**src/rtl/xcvr_mode_pkg.sv**
```systemverilog
package xcvr_mode_pkg;
  localparam int unsigned MODE_W = 3;

  typedef enum logic [MODE_W-1:0] {
    MODE_OFF  = 3'd0,
    MODE_IDLE = 3'd1,
    MODE_RX   = 3'd2,
    MODE_TX   = 3'd3,
    MODE_DOZE = 3'd4,
    MODE_HIB  = 3'd5
  } mode_e;
endpackage

```
**src/rtl/xcvr_sync.sv**
```systemverilog
module xcvr_sync #(
  parameter int unsigned WIDTH = 1,
  parameter int unsigned STAGES = 2,
  parameter logic [WIDTH-1:0] RST_VAL = '0
) (
  input  logic             clk_i,
  input  logic             rst_ni,
  input  logic [WIDTH-1:0] d_i,
  output logic [WIDTH-1:0] q_o
);
  logic [WIDTH-1:0] stage_q [STAGES];

  for (genvar g = 0; g < STAGES; g++) begin : g_stage
    if (g == 0) begin : g_first
      always_ff @(posedge clk_i or negedge rst_ni) begin
        if (!rst_ni) stage_q[g] <= RST_VAL;
        else         stage_q[g] <= d_i;
      end
    end else begin : g_next
      always_ff @(posedge clk_i or negedge rst_ni) begin
        if (!rst_ni) stage_q[g] <= RST_VAL;
        else         stage_q[g] <= stage_q[g-1];
      end
    end
  end

  assign q_o = stage_q[STAGES-1];
endmodule

```
**src/rtl/xcvr_mode_fsm.sv**
```systemverilog
module xcvr_mode_fsm
  import xcvr_mode_pkg::*;
(
  input  logic  clk_i,
  input  logic  rst_ni,
  input  logic  en_s_i,
  input  logic  attn_s_ni,
  input  logic  seq_tx_i,
  input  logic  lp_req_i,
  input  logic  lp_sel_i,
  input  logic  seq_done_i,
  input  logic  crc_ok_i,
  output mode_e mode_o,
  output logic  start_o,
  output logic  busy_o,
  output logic  crc_flag_o
);
  mode_e mode_q, mode_d;
  logic  en_d_q;
  logic  start_q, start_d;
  logic  busy_q, busy_d;
  logic  crc_q, crc_d;
  logic  en_rise;

  // edge tracked in every mode so an edge seen in low power is consumed
  assign en_rise = en_s_i & ~en_d_q;

  always_comb begin
    mode_d  = mode_q;
    start_d = 1'b0;
    busy_d  = busy_q;
    crc_d   = crc_q;
    unique case (mode_q)
      MODE_OFF: mode_d = MODE_IDLE;
      MODE_IDLE: begin
        if (en_rise) begin
          mode_d  = seq_tx_i ? MODE_TX : MODE_RX;
          start_d = 1'b1;
          busy_d  = 1'b1;
          crc_d   = 1'b0;
        end else if (lp_req_i) begin
          mode_d = lp_sel_i ? MODE_HIB : MODE_DOZE;
        end
      end
      MODE_RX, MODE_TX: begin
        if (!en_s_i) begin
          mode_d = MODE_IDLE;
          busy_d = 1'b0;
        end else if (seq_done_i) begin
          mode_d = MODE_IDLE;
          busy_d = 1'b0;
          if (mode_q == MODE_RX) crc_d = crc_ok_i;
        end
      end
      MODE_DOZE, MODE_HIB: begin
        if (!attn_s_ni) mode_d = MODE_IDLE;
      end
      default: mode_d = MODE_IDLE;
    endcase
  end

  always_ff @(posedge clk_i or negedge rst_ni) begin
    if (!rst_ni) begin
      mode_q  <= MODE_OFF;
      en_d_q  <= 1'b0;
      start_q <= 1'b0;
      busy_q  <= 1'b0;
      crc_q   <= 1'b0;
    end else begin
      mode_q  <= mode_d;
      en_d_q  <= en_s_i;
      start_q <= start_d;
      busy_q  <= busy_d;
      crc_q   <= crc_d;
    end
  end

  assign mode_o     = mode_q;
  assign start_o    = start_q;
  assign busy_o     = busy_q;
  assign crc_flag_o = crc_q;
endmodule

```
**src/rtl/xcvr_gpio_mux.sv**
```systemverilog
module xcvr_gpio_mux #(
  parameter int unsigned NPINS = 2
) (
  input  logic             alt_i,
  input  logic [NPINS-1:0] stat_i,
  input  logic [NPINS-1:0] dflt_i,
  output logic [NPINS-1:0] pin_o
);
  for (genvar g = 0; g < NPINS; g++) begin : g_pin
    assign pin_o[g] = alt_i ? stat_i[g] : dflt_i[g];
  end
endmodule

```
**src/rtl/xcvr_mode_ctrl.sv**
```systemverilog
module xcvr_mode_ctrl
  import xcvr_mode_pkg::*;
#(
  parameter int unsigned SYNC_STAGES = 2
) (
  input  logic              clk_i,
  input  logic              rst_ni,
  input  logic              trx_en_i,
  input  logic              attn_ni,
  input  logic              seq_tx_i,
  input  logic              lp_req_i,
  input  logic              lp_sel_i,
  input  logic              gpio_alt_i,
  input  logic              seq_done_i,
  input  logic              crc_ok_i,
  input  logic [1:0]        gpio_dflt_i,
  output logic [MODE_W-1:0] mode_o,
  output logic              start_o,
  output logic              busy_o,
  output logic              gpio1_o,
  output logic              gpio2_o
);
  localparam int unsigned NSYNC = 2;

  logic             core_rst_n;
  logic [NSYNC-1:0] pins_s;
  mode_e            mode;
  logic             crc_flag;
  logic             out_of_idle;
  logic [1:0]       gpio_pins;

  // assert asynchronously, release on the clock
  xcvr_sync #(.WIDTH(1), .STAGES(SYNC_STAGES), .RST_VAL(1'b0)) u_rst_sync (
    .clk_i (clk_i),
    .rst_ni(rst_ni),
    .d_i   (1'b1),
    .q_o   (core_rst_n)
  );

  // bit 1 attention (idle high), bit 0 enable
  xcvr_sync #(.WIDTH(NSYNC), .STAGES(SYNC_STAGES), .RST_VAL(2'b10)) u_pin_sync (
    .clk_i (clk_i),
    .rst_ni(core_rst_n),
    .d_i   ({attn_ni, trx_en_i}),
    .q_o   (pins_s)
  );

  xcvr_mode_fsm u_fsm (
    .clk_i     (clk_i),
    .rst_ni    (core_rst_n),
    .en_s_i    (pins_s[0]),
    .attn_s_ni (pins_s[1]),
    .seq_tx_i  (seq_tx_i),
    .lp_req_i  (lp_req_i),
    .lp_sel_i  (lp_sel_i),
    .seq_done_i(seq_done_i),
    .crc_ok_i  (crc_ok_i),
    .mode_o    (mode),
    .start_o   (start_o),
    .busy_o    (busy_o),
    .crc_flag_o(crc_flag)
  );

  assign out_of_idle = (mode == MODE_RX) || (mode == MODE_TX);

  xcvr_gpio_mux #(.NPINS(2)) u_gpio_mux (
    .alt_i (gpio_alt_i),
    .stat_i({crc_flag, out_of_idle}),
    .dflt_i(gpio_dflt_i),
    .pin_o (gpio_pins)
  );

  assign mode_o  = mode;
  assign gpio1_o = gpio_pins[0];
  assign gpio2_o = gpio_pins[1];
endmodule

```
**config.mk**
```make
export PLATFORM = sky130hd
export DESIGN_NAME = xcvr_mode_ctrl
export DESIGN_NICKNAME = d
export VERILOG_FILES = /design/src/rtl/xcvr_mode_pkg.sv /design/src/rtl/xcvr_sync.sv /design/src/rtl/xcvr_mode_fsm.sv /design/src/rtl/xcvr_gpio_mux.sv /design/src/rtl/xcvr_mode_ctrl.sv
export SDC_FILE = /design/constraint.sdc
export NUM_CORES = 1
export LEC_CHECK = 0
export ABC_AREA = 1
export CORE_MARGIN = 4
export CORE_UTILIZATION = 40
export CTS_CLUSTER_DIAMETER = 40
export DETAILED_ROUTE_END_ITERATION = 16
export GPL_TIMING_DRIVEN = 1
export PLACE_DENSITY = 0.71
export SLEW_MARGIN = 20
export SYNTH_ARGS = -nofsm -noshare
export SYNTH_HDL_FRONTEND = slang
export SYNTH_HIERARCHICAL = 1
export SYNTH_SLANG_ARGS = --single-unit
export TNS_END_PERCENT = 1
```
**constraint.sdc**
```tcl
create_clock -name clk_i -period 1.8 [get_ports clk_i]
set_input_delay 0.45 -clock clk_i [delete_from_list [all_inputs] [get_ports clk_i]]
set_output_delay 0.45 -clock clk_i [all_outputs]
set_load 0.05 [all_outputs]
```
==> results.ini <==
[layout]
syn_to_final_growth_pct=42.55
n_fill_cell=126
antenna_cells=0
nets=104
finalNonFillerCells=106
stdcell_area_um2=825.8
drive_above_1_share_pct=20.88

[power_and_ir_drop]
switching_share_pct=42.82
pwr-share-clk_pct=14.9
p_int_w=0.0006452
pwr-share-seq_pct=36.8
ir_worst_vdd_v=0.0007169
p_leak_nw=0.4362
p_sw_w=0.0004831
power.density_mw_per_mm2=1366
pwr-share-comb_pct=48.3

[worst_setup_path]
cp_data_required_time_ns=1.35
worstSetupStartpointType=input port
worstPathMaxFanout=1
path_buf_inv=2
crit_path_end_kind=output pin
rr_startpoint=u_fsm/mode_o[2]
slowest_stage=clkdlybuf4s50_1
timing.critical_path.mode_cell=nand2_1
rr_worst_depth=6
cp_top_family=buffers and inverters
path_class=in -> out
r2r_slack_ns=0.62
arrival_ns=1.20
path_cells=clkdlybuf4s50_1 -> nand2_1 -> nand2_1 -> buf_12
r2r_end=u_fsm/mode_o[0]
cpPeakStageDelay_ns=0.46

[detailed_routing]
first_pass_iters=4
vias=508
avgRoutedWirePerCell_um=10.33
route.detailed.drc=0
wl_mm=1.095
vias_per_cell=4.792
drt_iter0_drc=3
drtAntennaViolNets=0

[synth]
yosysTopAreaCell=dfrtp_1
syn-instance-count=71
syn_area_per_cell_um2=8.159
synth_edf_count=0
synthMostInstantiatedCell=nand2_1
syn_nets=83
syn_area_um2=579.3
synth-warning-count=6
dominantRegCellSynth=dfrtp_1
synth_cell_type_count=13
synth_top_area_share_pct=47.52
ys_top_cells_by_count=nand2_1, dfrtp_1, nand3_1
ys_seq_elements=13
synth.area.top_cells=dfrtp_1, nand2_1, dfstp_2
synth-seq-area-share_pct=56.59
async_flop_share_pct=100.0

[placed_design]
hpwl_um=859.6
io_buffers=18
dpl_cell_area_um2=795.8
gp_congestion=0.7479
post-place-cells=102

[timing]
setup_violations=0
period_share_pct=91.42
slew_violations=0
min_period_ns=1.646
finalSetupTns_ns=0
clock_skew_ns=0.0005785
hold_viol_final=0
fmax_mhz=607.7
rsz0062_at_grt=false

[clocking]
clkSinkCount=13
cts.path.max_buffers=2
htreeDepth=1
cts_tree=built
path_clk_slew_ns=0.07
cts_buffers=3
cts-root-buf=clkbuf_4
clkLatencyLatePin_ns=0.26

[floorplan]
initial_core_util_pct=43.43
dieArea_mm2=0.002121
fp.dieH_um=46.06
num_io_pins=19
rows=13
die_w_um=46.06
coreArea_mm2=0.001334

[global_routing]
antenna_found_initial=0
grt_pass1_wl_mm=1.794
grt_pass1_vias=457
grt_use_total_pct=12.21
grt_max_degree=12
grt.overflow.total=0

[worst_hold_path]
hp-class=reg -> async

[flow_run]
max-cap-violations=0

[status]
outcome=complete, no violations

-- layout by cell type (no fill, tap or decap), drive strengths merged --
cell type	n
nand3	9
buf	7
dlymetal6s2s	1
nand2	26
dfrtp	11
clkdlybuf4s50	10
clkbuf	4
conb	1
nand4	1
inv	10
nor2	7
dfstp	2
a21oi	2
-- repair_timing --
item / in CTS / in global routing
resized for setup: 0 / 2
hold buffers: 0 / 0
setup endpoints to repair: 0 / 2
buffers inserted: 0 / 0
-- logic make-up (layout without fill, tap and decap cells) --
group	Yosys count	count (layout)	synth area share (%)
buf+inv	12	32	9.071
other cells	1	1	0.6473
simple gates	43	43	31.97
compound gates	2	2	1.728
flops	13	13	56.59
-- sequential cells by signal (all words and copies together) (netlist names) --
name and cells:
u_fsm/en_d_q 1, u_pin_sync/stage_q 2, u_fsm/busy_o 1, u_rst_sync/q_o 1
u_fsm/mode_o 3, u_fsm/crc_flag_o 1, u_pin_sync/q_o 2, u_fsm/start_o 1
u_rst_sync/stage_q 1
-- worst max-delay path by stage --
stage               startpoint  slack, ns  cells after the start      end
2_1_floorplan  u_fsm/mode_o[1]       0.07                      4  gpio1_o
3_3_place_gp        gpio_alt_i       0.07                      5  gpio1_o
3_5_place_dp        gpio_alt_i       0.05                      5  gpio1_o
4_1_cts             gpio_alt_i       0.05                      5  gpio1_o
5_1_grt        u_fsm/mode_o[1]       0.08                      5  gpio1_o
6_report        gpio_dflt_i[0]       0.15                      4  gpio1_o
-- layer usage --
metal  wire (µm)  part of all wire (%)  vias up  global-route usage (%)
met3         100                   9.1        2                   2.734
met5           0                     0        -                       0
met1         461                    42      234                   15.02
met4          17                   1.6        0                   10.23
met2         517                    47       18                   17.86
li1            -                     -      254                       -
-- through the flow --
stage               hold slack (ns)  utilization, %  worst slack (ns)  power (W)
global placement             0.1775           59.66           0.07391  0.0009575
global route                 0.2217           61.91           0.08286   0.001215
floorplan                    0.1325               -           0.07410  0.0007563
finish                       0.1726           61.91            0.1545   0.001128
CTS                          0.1851           61.63           0.04666   0.001142
detailed placement           0.1941           59.66           0.05367  0.0009644
-- worst register-to-register path, cell delays in order, from the launching register on --
cell and delay, ns:
dfrtp_1 0.47, inv_2 0.11, nand2_1 0.08, nor2_2 0.15, nand2_1 0.12, nand3_1 0.10
nand2_1 0.05
-- power groups by stage --
stage | Sequential (W) | Combinational [W] | Clock (W)
6_report | 0.000415 | 0.000545 | 0.000168
4_1_cts | 0.000415 | 0.000546 | 0.000181
3_3_place_gp | 0.000419 | 0.000538 | 0
2_1_floorplan | 0.000537 | 0.000219 | 0
5_1_grt | 0.000426 | 0.000586 | 0.000203
3_5_place_dp | 0.000421 | 0.000544 | 0
-- layout make-up --
class	count	area, µm²	area share [%]
multi-input cells	46	198.9	24.09
well taps	15	18.77	2.273
flip-flops and latches	13	329.1	39.85
repair buffers	18	215.2	26.06
clock buffers	4	26.28	3.182
inverters	10	37.54	4.545
Note: power is estimated with default switching activity, not from simulation.
